## src/rtl/ets_pkg.sv

```systemverilog
package ets_pkg;
    localparam logic [1:0] A_CFG   = 2'd0;
    localparam logic [1:0] A_STAT  = 2'd1;
    localparam logic [1:0] A_CAPLO = 2'd2;
    localparam logic [1:0] A_CAPHI = 2'd3;

    localparam int CFG_BITS  = 4;
    localparam int ST_VALID  = 0;
    localparam int ST_MISS   = 1;
    localparam int ST_SEQ_LO = 8;

    // packed MSB..LSB = bit3..bit0 of the config word
    typedef struct packed {
        logic src_int;
        logic falling;
        logic run;
        logic ovw;
    } cfg_t;
endpackage

```

## src/rtl/ets_edge_sync.sv

```systemverilog
module ets_edge_sync #(
    parameter int STAGES = 2
) (
    input  logic clk,
    input  logic rst_n,
    input  logic pin_i,
    output logic rise_o,
    output logic fall_o
);
    logic [STAGES-1:0] sh_d, sh_q;
    logic              last_d, last_q;

    always_comb begin
        sh_d   = {sh_q[STAGES-2:0], pin_i};
        last_d = sh_q[STAGES-1];
    end

    always_ff @(posedge clk or negedge rst_n) begin
        if (!rst_n) begin
            sh_q   <= '0;
            last_q <= 1'b0;
        end else begin
            sh_q   <= sh_d;
            last_q <= last_d;
        end
    end

    assign rise_o = sh_q[STAGES-1] & ~last_q;
    assign fall_o = ~sh_q[STAGES-1] & last_q;
endmodule

```

## src/rtl/ets_rd_mux.sv

```systemverilog
module ets_rd_mux
    import ets_pkg::*;
#(
    parameter int TS_W  = 32,
    parameter int SEQ_W = 8,
    localparam int HALF_W = TS_W / 2
) (
    input  logic [1:0]        addr_i,
    input  cfg_t              cfg_i,
    input  logic              valid_i,
    input  logic              miss_i,
    input  logic [SEQ_W-1:0]  seq_i,
    input  logic [HALF_W-1:0] cap_lo_i,
    input  logic [HALF_W-1:0] hi_snap_i,
    output logic [HALF_W-1:0] data_o
);
    always_comb begin
        data_o = '0;
        case (addr_i)
            A_CFG:   data_o[CFG_BITS-1:0] = cfg_i;
            A_STAT: begin
                data_o[ST_VALID]            = valid_i;
                data_o[ST_MISS]             = miss_i;
                data_o[ST_SEQ_LO +: SEQ_W]  = seq_i;
            end
            A_CAPLO: data_o = cap_lo_i;
            default: data_o = hi_snap_i;
        endcase
    end
endmodule

```

## src/rtl/ets_capture.sv

```systemverilog
module ets_capture
    import ets_pkg::*;
#(
    parameter int TS_W        = 32,
    parameter int SEQ_W       = 8,
    parameter int SYNC_STAGES = 2,
    localparam int HALF_W     = TS_W / 2
) (
    input  logic              clk,
    input  logic              rst_n,
    input  logic [TS_W-1:0]   time_i,
    input  logic              ext_req_i,
    input  logic              pps_i,
    input  logic              wr_en_i,
    input  logic              rd_en_i,
    input  logic [1:0]        addr_i,
    input  logic [HALF_W-1:0] wr_data_i,
    output logic [HALF_W-1:0] rd_data_o
);
    typedef struct packed {
        cfg_t              cfg;
        logic              valid;
        logic              miss;
        logic [SEQ_W-1:0]  seq;
        logic [TS_W-1:0]   cap;
        logic [HALF_W-1:0] hi_snap;
    } state_t;

    state_t st_d, st_q;
    logic   ext_rise, ext_fall;
    logic   cfg_wr, stat_wr, lo_rd, trig, evt;
    logic   unused_wdata;

    assign unused_wdata = ^wr_data_i[HALF_W-1:CFG_BITS];

    ets_edge_sync #(.STAGES(SYNC_STAGES)) u_sync (
        .clk    (clk),
        .rst_n  (rst_n),
        .pin_i  (ext_req_i),
        .rise_o (ext_rise),
        .fall_o (ext_fall)
    );

    assign cfg_wr  = wr_en_i && (addr_i == A_CFG);
    assign stat_wr = wr_en_i && (addr_i == A_STAT);
    assign lo_rd   = rd_en_i && (addr_i == A_CAPLO);
    assign trig    = st_q.cfg.src_int ? pps_i
                   : (st_q.cfg.falling ? ext_fall : ext_rise);
    assign evt     = st_q.cfg.run && trig && !cfg_wr;

    always_comb begin
        st_d = st_q;
        if (cfg_wr) begin
            st_d.cfg = cfg_t'(wr_data_i[CFG_BITS-1:0]);
            st_d.seq = '0;
        end
        if (stat_wr) begin
            st_d.valid = st_q.valid & wr_data_i[ST_VALID];
            st_d.miss  = st_q.miss  & wr_data_i[ST_MISS];
        end
        if (lo_rd) begin
            st_d.hi_snap = st_q.cap[TS_W-1:HALF_W];
        end
        if (evt) begin
            if (!st_d.valid) begin
                st_d.cap   = time_i;
                st_d.valid = 1'b1;
                st_d.seq   = st_q.seq + 1'b1;
            end else begin
                st_d.miss = 1'b1;
                if (st_q.cfg.ovw) begin
                    st_d.cap = time_i;
                    st_d.seq = st_q.seq + 1'b1;
                end
            end
        end
    end

    always_ff @(posedge clk or negedge rst_n) begin
        if (!rst_n) st_q <= '0;
        else        st_q <= st_d;
    end

    ets_rd_mux #(.TS_W(TS_W), .SEQ_W(SEQ_W)) u_mux (
        .addr_i    (addr_i),
        .cfg_i     (st_q.cfg),
        .valid_i   (st_q.valid),
        .miss_i    (st_q.miss),
        .seq_i     (st_q.seq),
        .cap_lo_i  (st_q.cap[HALF_W-1:0]),
        .hi_snap_i (st_q.hi_snap),
        .data_o    (rd_data_o)
    );
endmodule

```

## config.mk

```make
export PLATFORM = sky130hd
export DESIGN_NAME = ets_capture
export DESIGN_NICKNAME = d
export VERILOG_FILES = /design/src/rtl/ets_pkg.sv /design/src/rtl/ets_edge_sync.sv /design/src/rtl/ets_rd_mux.sv /design/src/rtl/ets_capture.sv
export SDC_FILE = /design/constraint.sdc
export NUM_CORES = 1
export LEC_CHECK = 0
export BUFFER_PORTS_ARGS = -buffer_cell sky130_fd_sc_hd__buf_2
export CAP_MARGIN = 10
export CORE_ASPECT_RATIO = 1.1
export CORE_MARGIN = 8
export CORE_UTILIZATION = 32
export DETAILED_ROUTE_END_ITERATION = 10
export GPL_TIMING_DRIVEN = 0
export PLACE_DENSITY = 0.57
export SLEW_MARGIN = 40
export SYNTH_ARGS = -nofsm -noshare
export SYNTH_HDL_FRONTEND = slang
export SYNTH_SLANG_ARGS = --single-unit
```

## constraint.sdc

```tcl
create_clock -name clk -period 2.7 [get_ports clk]
set_clock_uncertainty 0.2 [all_clocks]
set_input_delay 0 -clock clk [delete_from_list [all_inputs] [get_ports clk]]
set_output_delay 0 -clock clk [all_outputs]
set_load 0.005 [all_outputs]
```

==> metrics <==
Ant. Diodes=0; critical path peak fanout=10; FMAX=0.387 GHz; CTS tree=built; post-route ant nets=0; worst r2r dst=st_q[57]; Buf/Inv on CP=3; Synth top area share=55.0%; clk slew on worst S/H paths=0.07 ns; RSZ-0062 raised after global routing=no; clock share of power=a little under a quarter; top cells by area, synth=dfrtp_1 55%, mux2_2 20%, nand2_1 2.5%, a22o_1 2.4%, mux2i_1 2.0%; Commonest cells post-synth=65 x dfrtp_1, 53 x mux2_2, 20 x nand2_1; Worst path depth=7; pin count of the biggest net entering global routing=38; number of max-cap violations=0; Critical Path Start Type=flop; slew margin rel.=around 55%; Slew @ Worst Pin=0.670 ns; period utilization=95.8%; Bufs on Longest Clock Path=2; Syn. warnings=0; DR vias=2214; Post-CTS Setup Bufs=0; Layout area overhead=37.9%; critical path startpoint=st_q[60]; R2R depth=7; Pleak=0.00184 uW; top-count cell post-synth=dfrtp_1; Clk Tree Root Cell=clkbuf_8; post-synthesis sequential area ratio=55.0%; Die Y=~120 um; min-delay worst type=input pin to flop; H-tree Lvls=3; post-synth net total=282; Final Hold Fails=0; # IOs=between 70 and 80; #FFs+latches synth=65; Finished Layout Cells=464; WP data required=2.71 ns; ys async rst share=100%; die width=108 um; minimum clock period=2.59 ns; vias in the first global route=2477; PwrDens=793 nW/um2; Pins Over Slew Limit=0; TritonCTS Sinks=65; HPWL Detailed=5.11 mm; status=complete, no violations; final setup TNS=0 ns; GRT Total Usage=12.6%; Row Count=37; Avg WL per Cell=about 16 um; core area=9170 um2; Synth Flop Type=dfrtp_1; clock latency at the later pin of the worst-skew pair=0.33 ns; worst reg2reg path startpoint=st_q[60]; DRC=0; placed insts=around 400; Port-buffer cells=59; critical path cell sequence=and3b_1, o311ai_4, clkbuf_4, buf_2, nor2_1, a2bb2oi_1, dlygate4sd3_1; Initial Util=about a third; WS Path Type=flop to flop; final setup vio count=0; Post-synth EDFFs=0; antenna violations before repair=0; # fillers=856; Critical path destination=st_q[57]; Peak supply drop=439 uV; Post-layout nets=399; Congestion Overflow GR=0; synthesized cell area=2960 um2; total wire length=7.32 mm; first-pass GRT wire length=12.2 mm; Psw=about 910 uW; CP peak stage delay=0.57 ns; synth unique cells=33; crit path max-delay cell type=dlygate4sd3_1; Sw Ratio=28.1%; register-to-register setup slack=0.11 ns; CP Capture Type=flop; worst path arrival time=2.60 ns; ratio of cells with drive above 1 in the final layout=41.2%; router iterations before antenna repair=4; Synth Instances=225; top cell type by total area after synthesis=dfrtp_1; CTS buffer count=9; delay-heaviest family, CP=buffers and inverters; DR iter-0 viols=78; combinational share of power=27.9%; Int Pwr=2320 uW; syn avg cell area=13.1 um2; GPL Wtd Cong=0.800; sequential power share=49.4%; Via density=4.77; die footprint=roughly 13000 um2
-- power by group through the flow --
stage / combinational, uW / clock, uW / sequential [uW]
floorplan: 619 / 0 / 1540
global placement: 820 / 0 / 1600
detailed placement: 850 / 0 / 1610
CTS: 915 / 764 / 1600
global route: 1000 / 800 / 1650
finish: 901 / 734 / 1600
-- kinds of logic (layout without fill, tap and decap cells) --
family / Yosys count / after routing / synth area share, %
compound gates: 30 / 30 / 7.19
buf+inv: 13 / 135 / 2.75
fa+ha+maj: 1 / 1 / 0.423
mux: 64 / 64 / 24.9
flops: 65 / 65 / 55.0
simple gates: 52 / 52 / 9.73
-- layout make-up --
class	count	area (um2)	area share (%)
clock buffers	13	159	3.90
multi-input cells	147	1260	30.9
repair buffers	106	788	19.3
well taps	117	146	3.59
plain buffers	13	83.8	2.06
clock inverters	3	15.0	0.368
flip-flops and latches	65	1630	39.9
-- worst reg2reg max path, delay by kind of cell (launching register included) --
family	cells	cell delay, ns
buffers and inverters	3	1.07
DFF	1	0.42
AOI/OAI and AO/OA	2	0.47
and+or+nand+nor	2	0.31
-- worst min path at each step --
| stage | slack, ns | cells past startpoint | start | to |
|---|---|---|---|---|
| after floorplan | -0.50 | 0 | rst_n | st_q[0] |
| after global placement | -0.09 | 1 | ext_req_i | u_sync.sh_q[0] |
| after detailed placement | -0.25 | 1 | rst_n | u_sync.last_q |
| after CTS | 0.07 | 4 | addr_i[0] | st_q[59] |
| after global routing | 0.09 | 2 | ext_req_i | u_sync.sh_q[0] |
| final | 0.08 | 4 | addr_i[0] | st_q[59] |
-- timing repair --
action,in CTS,in global routing
resized for setup,0,2
hold buffers,46,0
hold endpoints to repair,110,0
setup endpoints to repair,0,1
-- metal layers --
layer / track usage (%) / vias to the layer above / share of wire, %
met5: 0 / - / 0
met4: 6.67 / 0 / 1.9
met3: 3.01 / 8 / 3.0
met2: 21.0 / 42 / 51
met1: 14.6 / 1107 / 44
li1: - / 1057 / -
-- cells in the final DEF (no fill, tap or decap), types with 3 or more instances in the layout --
cell type      netlist  layout
a21oi_1              6       6
a22o_1               8       8
buf_2                5      62
buf_6                3       3
clkbuf_1             3       5
clkbuf_8             0      11
clkinv_2             0       3
dfrtp_1             65      65
dlygate4sd3_1        0      45
mux2_1               3       3
mux2_2              53      53
mux2i_1              6       6
nand2_1             20      20
nand2b_1             3       3
nand3_1              3       3
nor2_1               3       3
nor2b_1              7       7
o21ai_0              7       7
o31ai_1              6       6
or4_1                6       6
-- metrics by stage --
step / area (um2) / power, uW / setup slack [ns] / util (%) / hold WS (ns)
floorplan: 2960 / 2150 / 0.752 / - / -0.496
global placement: 3400 / 2420 / 0.481 / 37.1 / -0.0917
detailed placement: 3420 / 2470 / 0.452 / 37.3 / -0.246
CTS: 4070 / 3280 / 0.0701 / 44.3 / 0.0731
global route: 4080 / 3450 / 0.0141 / 44.5 / 0.0906
finish: 4080 / 3230 / 0.113 / 44.5 / 0.0783
-- flip-flops by register name, indices dropped and copies added (netlist names) --
register	flops
u_sync.sh_q	2
u_sync.last_q	1
st_q	62
No activity file was read; power rests on OpenSTA's default activity.
